<file path="src/rtl/ctr_pkg.sv">
// Package for the dual event counter.
// Holds the per-lane sample record and the modulus helper.
package ctr_pkg;

    // One synchronized sample of a lane's three control inputs.
    typedef struct packed {
        logic clr;
        logic en;
        logic ck;
    } lane_smp_t;

    // Number of states for the chosen counting range.
    function automatic int count_mod(input int width, input bit decimal);
        return decimal ? 10 : (1 << width);
    endfunction

endpackage

</file>
<file path="src/rtl/edge_sync.sv">
// edge_sync: two-flop synchronizer plus one history stage for edge detection.
// Assumes: raw inputs are asynchronous to clk, and each level is held for
// at least one clk period. Output cur is the newest safe sample and prv is
// the sample taken one clk earlier.
module edge_sync #(
    parameter int W = 3
) (
    input  logic         clk,
    input  logic         rst_n,
    input  logic [W-1:0] raw,
    output logic [W-1:0] cur,
    output logic [W-1:0] prv
);
    logic [W-1:0] meta_q;
    logic [W-1:0] safe_q;
    logic [W-1:0] hist_q;

    // Shift the raw inputs through two sync stages and one history stage.
    always_ff @(posedge clk) begin
        if (!rst_n) begin
            meta_q <= '0;
            safe_q <= '0;
            hist_q <= '0;
        end else begin
            meta_q <= raw;
            safe_q <= meta_q;
            hist_q <= safe_q;
        end
    end

    assign cur = safe_q;
    assign prv = hist_q;
endmodule

</file>
<file path="src/rtl/step_decode.sv">
// step_decode: turns two consecutive samples of a lane into a count request.
// Assumes: cur and prv come from edge_sync, one clk apart. clk and rst_n
// are used only by the assertions.
module step_decode
    import ctr_pkg::*;
(
    input  logic      clk,
    input  logic      rst_n,
    input  lane_smp_t cur,
    input  lane_smp_t prv,
    output logic      step
);
    logic ck_rise;
    logic en_fall;
    logic both_moved;

    // Find the two qualifying edges and the simultaneous-change veto.
    always_comb begin
        ck_rise    = cur.ck & ~prv.ck & cur.en;
        en_fall    = ~cur.en & prv.en & ~cur.ck;
        both_moved = (cur.ck ^ prv.ck) & (cur.en ^ prv.en);
        step       = (ck_rise | en_fall) & ~both_moved;
    end


    fall_clk_idle_chk: assert property (@(posedge clk) disable iff (!rst_n)
        (prv.ck && !cur.ck) |-> !step);

    rise_en_idle_chk: assert property (@(posedge clk) disable iff (!rst_n)
        (!prv.en && cur.en) |-> !step);

    rise_clk_gated_chk: assert property (@(posedge clk) disable iff (!rst_n)
        (!prv.ck && cur.ck && !cur.en) |-> !step);

    fall_en_gated_chk: assert property (@(posedge clk) disable iff (!rst_n)
        (prv.en && !cur.en && cur.ck) |-> !step);

    both_change_chk: assert property (@(posedge clk) disable iff (!rst_n)
        ((prv.ck != cur.ck) && (prv.en != cur.en)) |-> !step);
endmodule

</file>
<file path="src/rtl/lane_counter.sv">
// lane_counter: modulo-MODV up-counter with synchronous clear priority.
// Assumes: clr and step are synchronized, single-cycle qualified signals.
// A value at or above MODV-1 goes to 0 on the next step.
module lane_counter #(
    parameter int CNT_W = 4,
    parameter int MODV  = 16
) (
    input  logic             clk,
    input  logic             rst_n,
    input  logic             clr,
    input  logic             step,
    output logic [CNT_W-1:0] q
);
    localparam logic [CNT_W-1:0] LAST = CNT_W'(MODV - 1);

    logic [CNT_W-1:0] cnt_q;

    // Clear has priority over a step; a step past LAST wraps to zero.
    always_ff @(posedge clk) begin
        if (!rst_n || clr) begin
            cnt_q <= '0;
        end else if (step) begin
            cnt_q <= (cnt_q >= LAST) ? '0 : cnt_q + 1'b1;
        end
    end

    assign q = cnt_q;


    clr_zero_chk: assert property (@(posedge clk) disable iff (!rst_n)
        clr |=> (q == '0));

    wrap_chk: assert property (@(posedge clk) disable iff (!rst_n)
        (!clr && step && q == LAST) |=> (q == '0));

    hold_chk: assert property (@(posedge clk) disable iff (!rst_n)
        (!clr && !step) |=> $stable(q));
endmodule

</file>
<file path="src/rtl/dual_event_counter.sv">
// dual_event_counter: LANES independent two-input event counters.
// Assumes: all control inputs are asynchronous and held for at least one
// clk period. DECIMAL selects modulo-10, otherwise modulo 2^CNT_W.
module dual_event_counter
    import ctr_pkg::*;
#(
    parameter int LANES   = 2,
    parameter int CNT_W   = 4,
    parameter bit DECIMAL = 1'b0
) (
    input  logic                   clk,
    input  logic                   rst_n,
    input  logic [LANES-1:0]       cnt_clk,
    input  logic [LANES-1:0]       cnt_en,
    input  logic [LANES-1:0]       cnt_clr,
    output logic [LANES*CNT_W-1:0] cnt_q
);
    localparam int MODV  = count_mod(CNT_W, DECIMAL);
    localparam int SMP_W = $bits(lane_smp_t);

    for (genvar g = 0; g < LANES; g++) begin : g_lane
        lane_smp_t  raw_s;
        lane_smp_t  cur_s;
        lane_smp_t  prv_s;
        logic       step_s;

        // Gather this lane's pins into one sample record.
        always_comb begin
            raw_s.clr = cnt_clr[g];
            raw_s.en  = cnt_en[g];
            raw_s.ck  = cnt_clk[g];
        end

        edge_sync #(.W(SMP_W)) u_sync (
            .clk   (clk),
            .rst_n (rst_n),
            .raw   (raw_s),
            .cur   (cur_s),
            .prv   (prv_s)
        );

        step_decode u_dec (
            .clk   (clk),
            .rst_n (rst_n),
            .cur   (cur_s),
            .prv   (prv_s),
            .step  (step_s)
        );

        lane_counter #(.CNT_W(CNT_W), .MODV(MODV)) u_cnt (
            .clk   (clk),
            .rst_n (rst_n),
            .clr   (cur_s.clr),
            .step  (step_s),
            .q     (cnt_q[g*CNT_W +: CNT_W])
        );
    end
endmodule

</file>
<file path="config.mk">
export PLATFORM = sky130hd
export DESIGN_NAME = dual_event_counter
export DESIGN_NICKNAME = d
export VERILOG_FILES = /design/src/rtl/ctr_pkg.sv /design/src/rtl/edge_sync.sv /design/src/rtl/step_decode.sv /design/src/rtl/lane_counter.sv /design/src/rtl/dual_event_counter.sv
export SDC_FILE = /design/constraint.sdc
export NUM_CORES = 1
export LEC_CHECK = 0
export BUFFER_PORTS_ARGS = -buffer_cell sky130_fd_sc_hd__buf_2
export CORE_MARGIN = 3
export CORE_UTILIZATION = 45
export DETAILED_ROUTE_END_ITERATION = 8
export GPL_TIMING_DRIVEN = 1
export PLACE_DENSITY = 0.66
export SLEW_MARGIN = 15
export SYNTH_ARGS = -nofsm -noshare
export SYNTH_HDL_FRONTEND = slang
export SYNTH_SLANG_ARGS = --single-unit
</file>
<file path="constraint.sdc">
create_clock -name clk -period 1.7 [get_ports clk]
set_input_delay 0.34 -clock clk [delete_from_list [all_inputs] [get_ports clk]]
set_output_delay 0.34 -clock clk [all_outputs]
set_load 0.005 [all_outputs]
</file>
==> qor.yml <==
outcome:
  status: "completed"
cts:
  cts_num_sinks: 24
  tritoncts: "done"
  root_buffer: "clkbuf_4"
  post_cts_buffers: 0
  cts_inserted_buffers: 3
  cts_resized: 0
  clkLatencyLatePin_ns: 0.30
  cts_buffer_depth: 2
  clk_pin_slew_worst_paths_ns: 0.12
  hold_buffers: 0
  htree_levels: 1
logic_synthesis:
  muxShareOfSynthArea: 0.0417
  synth_top_cell_by_area: "dfxtp_1"
  yosysWarningCount: 0
  yosys.area_share.adder: 0.0782
  synth_xor_area_frac: 0.0183
  synth.avg_cell_area_um2: 10.7
  synthFlopType: "dfxtp_1"
  synth_top_area_frac: 0.501
  yosys.area_share.simple: 0.227
  yosys-top-cells-count: "dfxtp_1 (24), and2_1 (15), nor2_1 (8), inv_1 (7), ha_1 (6)"
  synth_compound_area_frac: 0.103
  synthCells: 90
  synthMostInstantiatedCell: "dfxtp_1"
  ys_seq_area_frac: 0.501
  synth-seq-cells: 24
  yosysUniqueCellTypes: 24
  async_flop_share: 0
  syn_nets: 104
  synth_top_family_by_area: "simple AND/OR/NAND/NOR gates"
  synth_edf_count: 0
  synthTopCellsByArea: "dfxtp_1 (50%), and2_1 (9.8%), ha_1 (7.8%)"
  synth_area_um2: 960
floorplan:
  dieHeight_um: 52.2
  fp.dieW_um: 52.2
  die-area_mm2: 0.00272
  start_util: 0.484
  io-pin-count: 16
  std_cell_rows: 16
  core_area_mm2: 0.00198
placement:
  dp_cells: 131
  numPortBuffers: 15
  dp_hpwl_um: 959
  place.gp.congestion: 0.687
  dpl_cell_area_mm2: 0.00106
timing:
  min_period_over_period: 0.822
  finalMaxSlewViolations: 0
  tns_ns: 0
  worst_slew_pin_slew_ns: 0.285
  fmax_mhz: 715
  hold_viol: 0
  fin_crit_ns: 1.40
  skew_ns: 0.00322
  relSlewSlack: 0.809
  finalSetupViolations: 0
  rsz0062_at_grt: "false"
drt:
  drtIter0Drc: 2
  drt-pass1-iter-count: 2
  via_count: 625
  wl_um: 1260
  ant_nets: 0
  route.detailed.drc: 0
  wl_per_cell_um: 9.33
  avgViaCountPerCell: 4.63
global_routing:
  grt_pass1_vias: 542
  grt_util_all_layers: 0.106
  met2_usage: 0.153
  grt_busiest_layer: "met2"
  globalRouteMet1Util: 0.141
  antenna_found_initial: 0
  grt_pass1_wl_um: 2170
  use_met3: 0.0370
  grt_max_degree: 19
  overflow: 0
layout:
  drive_above_1_share: 0.269
  layout.cells.non_filler: 135
  final_area_mm2: 0.00110
  diodes: 0
  nets: 123
  area_growth_syn_to_layout_pct: 14.7
critical_path:
  worst_path_max_delay_cell: "dfxtp_1"
  worstPathRequired_ns: 1.94
  crit_arrival_ns: 1.64
  worstPathMaxFanout: 4
  worstPathCellList: "inv_1, ha_1, nor2_1, a21oi_4, and4b_2, nor3_2"
  crit_type: "register to register"
  regToRegSetupSlack_ns: 0.30
  cpPeakStageDelay_ns: 0.36
  worstSetupStartpointType: "register"
  end_kind: "register"
power:
  p_leak_uw: 0.000445
  powerDensity_mw_per_mm2: 841
  ir_drop_mv: 0.556
  p_total_uw: 926
run:
  drv_cap: 0
worst_hold_path:
  hold_class: "input port to register"
[final timing paths]
check | from | end | depth (start not counted)
setup / recovery | g_lane[0].u_sync.cur[1]$_SDFF_PN0_ | g_lane[0].u_cnt.q[3]$_SDFFE_PP0P_ | 6
hold / removal | cnt_clr[1] | g_lane[1].u_sync.meta_q[2]$_SDFF_PN0_ | 2
setup reg to reg | g_lane[0].u_sync.cur[1]$_SDFF_PN0_ | g_lane[0].u_cnt.q[3]$_SDFFE_PP0P_ | 6
hold reg to reg | g_lane[0].u_sync.meta_q[1]$_SDFF_PN0_ | g_lane[0].u_sync.cur[1]$_SDFF_PN0_ | 1
[final cells by class]
type,instances,area [um^2]
clock buffers,4,36.3
flip-flops and latches,24,480
multi-input cells,58,449
inverters,7,26.3
well taps,27,33.8
fillers,176,881
repair buffers,15,75.1
[worst max-delay path, delay by kind of cell, from the launching register on]
family          cells  cell delay (ns)
simple gates        3             0.56
flops               1             0.36
fa+ha+maj           1             0.28
compound gates      1             0.08
buf+inv             1             0.05
[state kept, by name (all words and copies together) (netlist names)]
register              cells
g_lane.u_sync.meta_q      6
g_lane.u_sync.prv         4
g_lane.u_sync.cur         6
g_lane.u_cnt.q            8
[cells by family after synthesis]
logic type	after synthesis
simple gates	36
flops	24
compound gates	10
buf+inv	8
fa+ha+maj	6
mux	4
xor+xnor	2
[layer usage]
| metal | up-vias | routed length (um) |
|---|---|---|
| met5 | - | 0 |
| met4 | 0 | 13 |
| met3 | 2 | 82 |
| met2 | 14 | 530 |
| met1 | 275 | 633 |
| li1 | 334 | - |
[report_power, final]
group	internal [uW]	total, uW	switching, uW
registers	580	587	7.42
logic	26.6	50.3	23.7
clock network	131	288	158
[layout by cell type (no fill, tap or decap)]
cell type   n
clkbuf_8    1
mux2i_1     4
a21oi_4     1
dfxtp_1    24
a21boi_0    1
nand2b_1    2
clkbuf_4    3
and2_2      1
nor3_2      1
a211oi_2    2
buf_2      15
nor2_1      8
and2_1     15
nor3_1      1
and4b_2     1
o31ai_1     1
ha_1        6
nand2b_4    2
nand2_1     4
a21oi_2     1
a21oi_1     1
a41oi_2     1
a31oi_1     2
nand3_1     1
xnor2_1     2
inv_1       7
[through the flow]
| stage | utilization | hold WS (ns) | setup slack, ns |
|---|---|---|---|
| floorplan | - | 0.412 | 0.393 |
| global placement | 0.537 | 0.416 | 0.359 |
| detailed placement | 0.537 | 0.417 | 0.305 |
| CTS | 0.556 | 0.218 | 0.277 |
| global route | 0.556 | 0.210 | 0.173 |
| finish | 0.556 | 0.230 | 0.302 |
No activity file was read; power rests on OpenSTA's default activity.
